## src/rtl/mc16_pkg.sv

```systemverilog
package mc16_pkg;

  typedef enum logic [2:0] {
    PH_IF  = 3'd0,
    PH_ID  = 3'd1,
    PH_EX  = 3'd2,
    PH_MEM = 3'd3,
    PH_WB  = 3'd4
  } phase_e;

  typedef enum logic [1:0] {
    ALU_ADD = 2'd0,
    ALU_SUB = 2'd1,
    ALU_AND = 2'd2,
    ALU_OR  = 2'd3
  } alu_op_e;

  localparam logic [5:0] OP_RTYPE = 6'h00;
  localparam logic [5:0] OP_JUMP  = 6'h02;
  localparam logic [5:0] OP_BEQ   = 6'h04;
  localparam logic [5:0] OP_ADDI  = 6'h08;
  localparam logic [5:0] OP_LOAD  = 6'h23;
  localparam logic [5:0] OP_STORE = 6'h2B;

  localparam logic [5:0] FN_ADD = 6'h20;
  localparam logic [5:0] FN_SUB = 6'h22;
  localparam logic [5:0] FN_AND = 6'h24;
  localparam logic [5:0] FN_OR  = 6'h25;

  typedef struct packed {
    alu_op_e alu_op;
    logic    use_imm;
    logic    reg_wr;
    logic    dst_rt;
    logic    mem_rd;
    logic    mem_wr;
    logic    branch;
    logic    jump;
  } ctrl_t;

endpackage

```

## src/rtl/mc16_decode.sv

```systemverilog
module mc16_decode
  import mc16_pkg::*;
(
  input  logic [5:0] opcode,
  input  logic [4:0] shamt,
  input  logic [5:0] funct,
  output ctrl_t      ctrl
);

  always_comb begin
    ctrl = '0;
    ctrl.alu_op = ALU_ADD;
    unique case (opcode)
      OP_RTYPE: begin
        if (shamt == 5'd0) begin
          unique case (funct)
            FN_ADD:  begin ctrl.alu_op = ALU_ADD; ctrl.reg_wr = 1'b1; end
            FN_SUB:  begin ctrl.alu_op = ALU_SUB; ctrl.reg_wr = 1'b1; end
            FN_AND:  begin ctrl.alu_op = ALU_AND; ctrl.reg_wr = 1'b1; end
            FN_OR:   begin ctrl.alu_op = ALU_OR;  ctrl.reg_wr = 1'b1; end
            default: ctrl.reg_wr = 1'b0;
          endcase
        end
      end
      OP_ADDI: begin
        ctrl.use_imm = 1'b1;
        ctrl.reg_wr  = 1'b1;
        ctrl.dst_rt  = 1'b1;
      end
      OP_LOAD: begin
        ctrl.use_imm = 1'b1;
        ctrl.reg_wr  = 1'b1;
        ctrl.dst_rt  = 1'b1;
        ctrl.mem_rd  = 1'b1;
      end
      OP_STORE: begin
        ctrl.use_imm = 1'b1;
        ctrl.mem_wr  = 1'b1;
      end
      OP_BEQ: begin
        ctrl.alu_op = ALU_SUB;
        ctrl.branch = 1'b1;
      end
      OP_JUMP: ctrl.jump = 1'b1;
      default: ctrl = '0;
    endcase
  end

endmodule

```

## src/rtl/mc16_regfile.sv

```systemverilog
module mc16_regfile #(
  parameter int XLEN = 16,
  parameter int NREG = 32,
  localparam int AW  = $clog2(NREG)
) (
  input  logic            clk,
  input  logic            rst_n,
  input  logic [AW-1:0]   rd_a_idx,
  input  logic [AW-1:0]   rd_b_idx,
  output logic [XLEN-1:0] rd_a_val,
  output logic [XLEN-1:0] rd_b_val,
  input  logic            wr_en,
  input  logic [AW-1:0]   wr_idx,
  input  logic [XLEN-1:0] wr_val
);

  logic [NREG-1:0][XLEN-1:0] view;

  for (genvar i = 0; i < NREG; i++) begin : g_reg
    if (i == 0) begin : g_zero
      assign view[i] = '0;
    end else begin : g_live
      logic [XLEN-1:0] q;
      always_ff @(posedge clk or negedge rst_n) begin
        if (!rst_n)                            q <= '0;
        else if (wr_en && wr_idx == AW'(i))    q <= wr_val;
      end
      assign view[i] = q;
    end
  end

  assign rd_a_val = view[rd_a_idx];
  assign rd_b_val = view[rd_b_idx];

endmodule

```

## src/rtl/mc16_alu.sv

```systemverilog
module mc16_alu
  import mc16_pkg::*;
#(
  parameter int XLEN = 16
) (
  input  logic [XLEN-1:0] opa,
  input  logic [XLEN-1:0] opb,
  input  alu_op_e         op,
  output logic [XLEN-1:0] res,
  output logic            is_zero
);

  always_comb begin
    unique case (op)
      ALU_ADD: res = opa + opb;
      ALU_SUB: res = opa - opb;
      ALU_AND: res = opa & opb;
      ALU_OR:  res = opa | opb;
      default: res = '0;
    endcase
  end

  assign is_zero = (res == '0);

endmodule

```

## src/rtl/mc16_pcunit.sv

```systemverilog
module mc16_pcunit #(
  parameter int PC_W = 32
) (
  input  logic [PC_W-1:0] seq_pc,
  input  logic [15:0]     offset,
  input  logic [25:0]     target,
  input  logic            take_branch,
  input  logic            take_jump,
  output logic [PC_W-1:0] next_pc
);

  logic [PC_W-1:0] rel_pc;
  logic [PC_W-1:0] abs_pc;

  assign rel_pc = seq_pc + PC_W'(signed'({offset, 2'b00}));
  assign abs_pc = {seq_pc[PC_W-1:28], target, 2'b00};

  always_comb begin
    if (take_jump)        next_pc = abs_pc;
    else if (take_branch) next_pc = rel_pc;
    else                  next_pc = seq_pc;
  end

endmodule

```

## src/rtl/mc16_core.sv

```systemverilog
module mc16_core
  import mc16_pkg::*;
#(
  parameter int XLEN = 16,
  parameter int NREG = 32,
  parameter int PC_W = 32
) (
  input  logic            clk,
  input  logic            rst_n,
  output logic            imem_re,
  output logic [PC_W-1:0] imem_addr,
  input  logic [31:0]     imem_rdata,
  output logic            dmem_re,
  output logic            dmem_we,
  output logic [XLEN-1:0] dmem_addr,
  output logic [XLEN-1:0] dmem_wdata,
  input  logic [XLEN-1:0] dmem_rdata
);

  localparam int AW = $clog2(NREG);

  phase_e          phase;
  logic [PC_W-1:0] pc_q, seq_q, pc_next;
  logic [31:0]     ir_q;
  logic [XLEN-1:0] a_q, b_q, res_q, ld_q;
  logic [XLEN-1:0] rf_a, rf_b, imm_x, alu_b, alu_y;
  logic            alu_z;
  ctrl_t           ctrl;
  logic [AW-1:0]   wr_idx;
  logic [XLEN-1:0] wr_val;
  logic            wr_en;

  mc16_decode u_dec (
    .opcode (ir_q[31:26]),
    .shamt  (ir_q[10:6]),
    .funct  (ir_q[5:0]),
    .ctrl   (ctrl)
  );

  assign wr_idx = ctrl.dst_rt ? AW'(ir_q[20:16]) : AW'(ir_q[15:11]);
  assign wr_val = ctrl.mem_rd ? ld_q : res_q;
  assign wr_en  = (phase == PH_WB) && ctrl.reg_wr;

  mc16_regfile #(.XLEN(XLEN), .NREG(NREG)) u_rf (
    .clk      (clk),
    .rst_n    (rst_n),
    .rd_a_idx (AW'(ir_q[25:21])),
    .rd_b_idx (AW'(ir_q[20:16])),
    .rd_a_val (rf_a),
    .rd_b_val (rf_b),
    .wr_en    (wr_en),
    .wr_idx   (wr_idx),
    .wr_val   (wr_val)
  );

  assign imm_x = XLEN'(signed'(ir_q[15:0]));
  assign alu_b = ctrl.use_imm ? imm_x : b_q;

  mc16_alu #(.XLEN(XLEN)) u_alu (
    .opa     (a_q),
    .opb     (alu_b),
    .op      (ctrl.alu_op),
    .res     (alu_y),
    .is_zero (alu_z)
  );

  mc16_pcunit #(.PC_W(PC_W)) u_pc (
    .seq_pc      (seq_q),
    .offset      (ir_q[15:0]),
    .target      (ir_q[25:0]),
    .take_branch (ctrl.branch && alu_z),
    .take_jump   (ctrl.jump),
    .next_pc     (pc_next)
  );

  always_ff @(posedge clk or negedge rst_n) begin
    if (!rst_n) begin
      phase <= PH_IF;
      pc_q  <= '0;
      seq_q <= '0;
      ir_q  <= '0;
      a_q   <= '0;
      b_q   <= '0;
      res_q <= '0;
      ld_q  <= '0;
    end else begin
      unique case (phase)
        PH_IF: begin
          ir_q  <= imem_rdata;
          phase <= PH_ID;
        end
        PH_ID: begin
          a_q   <= rf_a;
          b_q   <= rf_b;
          seq_q <= pc_q + PC_W'(4);
          phase <= PH_EX;
        end
        PH_EX: begin
          res_q <= alu_y;
          pc_q  <= pc_next;
          phase <= PH_MEM;
        end
        PH_MEM: begin
          if (ctrl.mem_rd) ld_q <= dmem_rdata;
          phase <= PH_WB;
        end
        PH_WB:   phase <= PH_IF;
        default: phase <= PH_IF;
      endcase
    end
  end

  assign imem_re    = (phase == PH_IF);
  assign imem_addr  = pc_q;
  assign dmem_re    = (phase == PH_MEM) && ctrl.mem_rd;
  assign dmem_we    = (phase == PH_MEM) && ctrl.mem_wr;
  assign dmem_addr  = res_q;
  assign dmem_wdata = b_q;

endmodule

```

## config.mk

```make
export PLATFORM = sky130hd
export DESIGN_NAME = mc16_core
export DESIGN_NICKNAME = d
export VERILOG_FILES = /design/src/rtl/mc16_pkg.sv /design/src/rtl/mc16_decode.sv /design/src/rtl/mc16_regfile.sv /design/src/rtl/mc16_alu.sv /design/src/rtl/mc16_pcunit.sv /design/src/rtl/mc16_core.sv
export SDC_FILE = /design/constraint.sdc
export NUM_CORES = 2
export LEC_CHECK = 0
export CAP_MARGIN = 20
export CELL_PAD_IN_SITES_DETAIL_PLACEMENT = 1
export CELL_PAD_IN_SITES_GLOBAL_PLACEMENT = 2
export CORE_ASPECT_RATIO = 1.75
export CORE_MARGIN = 2
export CORE_UTILIZATION = 44
export DETAILED_ROUTE_END_ITERATION = 12
export PLACE_DENSITY_LB_ADDON = 0.1
export SLEW_MARGIN = 20
export SYNTH_ARGS = -nofsm -noshare
export SYNTH_HDL_FRONTEND = slang
export SYNTH_HIERARCHICAL = 1
export SYNTH_SLANG_ARGS = --single-unit
```

## constraint.sdc

```tcl
create_clock -name clk -period 9.25 [get_ports clk]
set_input_delay 0.925 -clock clk [delete_from_list [all_inputs] [get_ports clk]]
set_output_delay 0.925 -clock clk [all_outputs]
set_load 0.05 [all_outputs]
```

# --- Yosys cells after proc, flatten, opt, wreduce, memory -nomap -nowiden ---
# Cells that the tools add are included.
word_totals:
  elab_cells: 161
  inputBits: 50
  reg_bits: 659
  out_inout_bits: 67
op_classes:
  n_eq_ne: 47
  n_reduce_logical: 44
  magnitude_cmp: 2
  bitwise: 2
  mux: 23
  add_sub_neg: 4
ops:
  columns: ["op", "n"]
  rows:
  - ["$bmux W16 S5", 2]
  - ["$eq A5 B5 Y1 const B", 16]
  - ["$mux W16", 4]
  - ["$mux W32", 2]
  - ["$pmux W16 S4", 1]
  - ["$eq A5 B4 Y1 const B", 8]
  - ["$eq A6 B6 Y1 const B", 6]
  - ["$logic_and A1 B1 Y1", 35]
  - ["$add A32 B3 Y32 const B", 1]
  - ["$add A32 B32 Y32", 1]
  - ["$eq A5 B3 Y1 const B", 4]
  - ["$add A16 B16 Y16", 1]
  - ["$and A16 B16 Y16", 1]
  - ["$logic_not A16 Y1", 1]
  - ["$or A16 B16 Y16", 1]
  - ["$sub A16 B16 Y16", 1]
  - ["$lt A5 B6 Y1 const B", 2]
  - ["$pmux W3 S4", 1]
  - ["$eq A5 B2 Y1 const B", 2]
  - ["$mux W1", 8]
  - ["$eq A3 B2 Y1 const B", 2]
  - ["$eq A6 B2 Y1 const B", 1]
  - ["$eq A6 B3 Y1 const B", 1]
  - ["$eq A6 B4 Y1 const B", 1]
  - ["18 further kinds", 19]

# --- Depth between registers and ports, before layout ---
logic_depth:
  depth_word: 10
  depth_mapped: 28
  mapped_depth_nobuf: 27

# --- Modules after synthesis ---
# The synthesis kept the hierarchy.
by_module_without_submodules:
  columns: ["module", "n_inst", "area_each_um2", "seq_area_each_um2", "cells_each"]
  rows:
  - ["mc16_regfile", 1, 27201.1, 12411.9, 1828]
  - ["mc16_core", 1, 7090.6, 4078.9, 592]
  - ["mc16_pcunit", 1, 2070.7, 0.0, 310]
  - ["mc16_alu", 1, 1561.5, 0.0, 220]
  - ["mc16_decode", 1, 185.2, 0.0, 24]

# --- Worst setup path before layout ---
# No wires, ideal clock.
synth_path:
  kind: "register to register"
  from: "register ir_q[30]"
  to: "register pc_q[18] (netlist: imem_addr[18])"
  path_buffers: 4
  setup_ps: 125
  synth_period_minus_slack_ps: 6850
  arrival_time_ps: 6725
  path_stages_with_launch: 27
  t_required_ps: 9125
  slack_ps: 2400
  path_cell_list: "dfrtp_1 or2_2 o21bai_1 clkbuf_1 clkbuf_1 mux2_2 nand2b_1 or3_1 nor4_2 nand2_1 o21ai_0 xor2_1 ha_1 a21o_1 a31o_2 a32o_1 nor4_1 o31ai_1 a211o_1 or4b_1 a211oi_2 and2_1 buf_1 buf_1 mux2i_1 o21ai_0 mux2_2"
synth_lines:
  columns: ["item", "line", "text"]
  rows:
  - ["from (decl)", "mc16_core.sv:24", "logic [31:0] ir_q;"]
  - ["from (signal assigned)", "mc16_core.sv:89", "ir_q <= imem_rdata;"]
  - ["to (signal assigned)", "mc16_core.sv:100", "pc_q <= pc_next;"]
  - ["to (decl)", "mc16_core.sv:23", "logic [PC_W-1:0] pc_q, seq_q, pc_next;"]

==> results.tsv <==
metric	value	unit
share of cells above drive strength 1	0.383	
Post-synth EDFFs	0	
Reg clk slew, reported paths	0.06	ns
Worst Tran Pin Value	0.998	ns
cell taking the most area after synthesis	dfrtp_1	
Crit Path Category	reg2reg	
initial antenna violation count	1	
leakage	19.1	nW
MaxCap Viol Count	0	
Area contributors post-synth	dfrtp_1, mux2_2, mux4_2	
global-route wire length before repair	194000	µm
CTS tree	built	
RSZ-0062 raised after global routing	no	
Achievable Freq	0.123	GHz
sequential area share after synthesis	0.433	
Synth Instances	2974	
Mapped Area	0.0381	mm²
Root Driver	clkbuf_16	
GR Util All Layers	0.294	
H-tree level count	3	
CTS resizes	0	
core area	0.0856	mm²
Min Hold Slack	0.234	ns
Iteration-0 DRC Markers	1504	
setup TNS	0	ns
largest net degree at the start of global routing	150	
Synth cell types	95	
placer congestion estimate	0.898	
Post-CTS Hold Buffers	0	
Slowest Stage Delay on Critical Path	0.78	ns
placed cells	4048	
Max IR drop VDD	0.124	mV
crit-path max FO	24	
# diodes	0	
Data required, critical path	9.85	ns
Die Area	0.0891	mm²
CP startpoint kind	flop	
DR vias	26100	
hpwl dp	87600	µm
clk_skew	0.0289	ns
r2r worst-path depth	26	
most frequent cell after synthesis	mux2_2	
final setup vio count	0	
Max Slew Vio Count	0	
hold crit path type	in2async	
post-layout minimum cycle time	8.15	ns
Die Ht	393	µm
vias in the first global route	29100	
CTS Sinks	659	
final-report hold violation count	0	
fin cells	4174	
pwr/cell area	170	mW/mm²
status	finished clean	
DR DRC count	0	
synth cell count leaders	mux2_2, dfrtp_1, nand2_1	
total power	7.20	mW
Max stage delay cell, worst path	o21bai_1	
Final ANT Viol Nets	0	
Area after DPL	0.0400	mm²
fin crit share	0.882	
I/O pin count	117	
nets	3068	
Synth async-reset ratio	1.00	
Initial Util	0.445	
Post-CTS Setup Inserts	0	
Slew headroom	0.335	
Worst setup EP type	flop	
final instance area	0.0423	mm²
via density per instance	6.26	
Post-Syn Nets	3074	
Syn Area/Cell	12.8	µm²
Die Wd	226	µm
total CTS buffers	70	
clk buf depth	3	
top-area cell type share of the netlist area	0.433	
Synth Warn #	6	
Skew-Pair Late Insertion Delay	0.66	ns
synthesis-stage register bit count	659	
IO Port Bufs	116	
First-pass DRT Iterations	5	
wire length per cell	30.8	µm
main flop type after synthesis	dfrtp_1	
CP arrival	8.75	ns
gr ovfl total	0	
WL final	129000	µm
area grow syn2layout	11.0	%
row count	142	
[cell type report]
cell class | count | area, µm²
Clock buffer | 102 | 2030
Clock inverter | 24 | 270
Fill cell | 8635 | 43300
Inverter | 18 | 67.6
Multi-Input combinational cell | 2038 | 20300
Sequential cell | 659 | 16500
Tap cell | 1152 | 1440
Timing Repair Buffer | 181 | 1690
[critical path, delay by kind of cell (launching register included)]
kind	cells	cell delay (ns)
AOI/OAI and AO/OA	7	2.19
xor gates and xnor gates	1	0.13
adders and majority gates	1	0.37
buffers and inverters	1	0.39
DFF	1	0.43
muxes	3	0.76
and+or+nand+nor	13	3.79
[stage by stage]
step	setup slack (ns)	util
floorplan	2.40	-
global placement	1.34	0.467
detailed placement	1.22	0.467
CTS	1.17	0.494
global route	0.556	0.494
finish	1.10	0.494
[flip-flops by register name, summed over array words and instances, names as in the netlist]
register	cells
ld_q	16
phase	3
dmem_wdata	16
u_rf/g.g_live.q	496
seq_q	32
imem_addr	32
ir_q	32
dmem_addr	16
a_q	16
[power breakdown]
group	switching, mW	internal (mW)
sequential	0.136	2.96
clock	1.27	1.63
combinational	0.813	0.387
total	2.22	4.98
[path summary, 6_finish.rpt]
kind	start	end	slack (ns)
worst max-delay path	ir_q[26]$_DFFE_PN0P_	imem_addr[29]$_DFFE_PN0N_	1.10
worst min-delay path	rst_n	ir_q[15]$_DFFE_PN0P_	0.23
worst max register to register	ir_q[26]$_DFFE_PN0P_	imem_addr[29]$_DFFE_PN0N_	1.10
worst min register to register	seq_q[0]$_DFFE_PN0P_	seq_q[0]$_DFFE_PN0P_	0.48
max in group asynchronous	rst_n	u_rf/g_reg[26].g_live.q[6]$_DFFE_PN0P_	6.97
min in group clk	seq_q[0]$_DFFE_PN0P_	seq_q[0]$_DFFE_PN0P_	0.48
[routing by layer]
| layer | track usage | wire [µm] | vias to the layer above |
|---|---|---|---|
| li1 | - | - | 11200 |
| met1 | 0.334 | 48300 | 14000 |
| met2 | 0.534 | 68500 | 731 |
| met3 | 0.0340 | 4640 | 307 |
| met4 | 0.152 | 7050 | 2 |
| met5 | 0 | 9 | - |
[cell families after synthesis]
group / synth area share
adders and majority gates: 0.0194
xor gates and xnor gates: 0.0185
buffers and inverters: 0.0360
muxes: 0.341
AOI/OAI and AO/OA: 0.0852
DFF: 0.433
and+or+nand+nor: 0.0676
[layout by cell type (no fill, tap or decap), types with 42 or more instances in the layout]
cell	count
a21oi_1	46
a22o_1	64
a22oi_1	42
buf_4	62
clkbuf_16	71
clkdlybuf4s50_1	115
dfrtp_1	653
ha_1	48
mux2_2	673
mux2i_1	81
mux4_2	192
nand2_1	213
nor2_1	42
o21ai_0	66
o21ai_1	43
xnor2_1	43
Power figures use the tool's default switching activity.
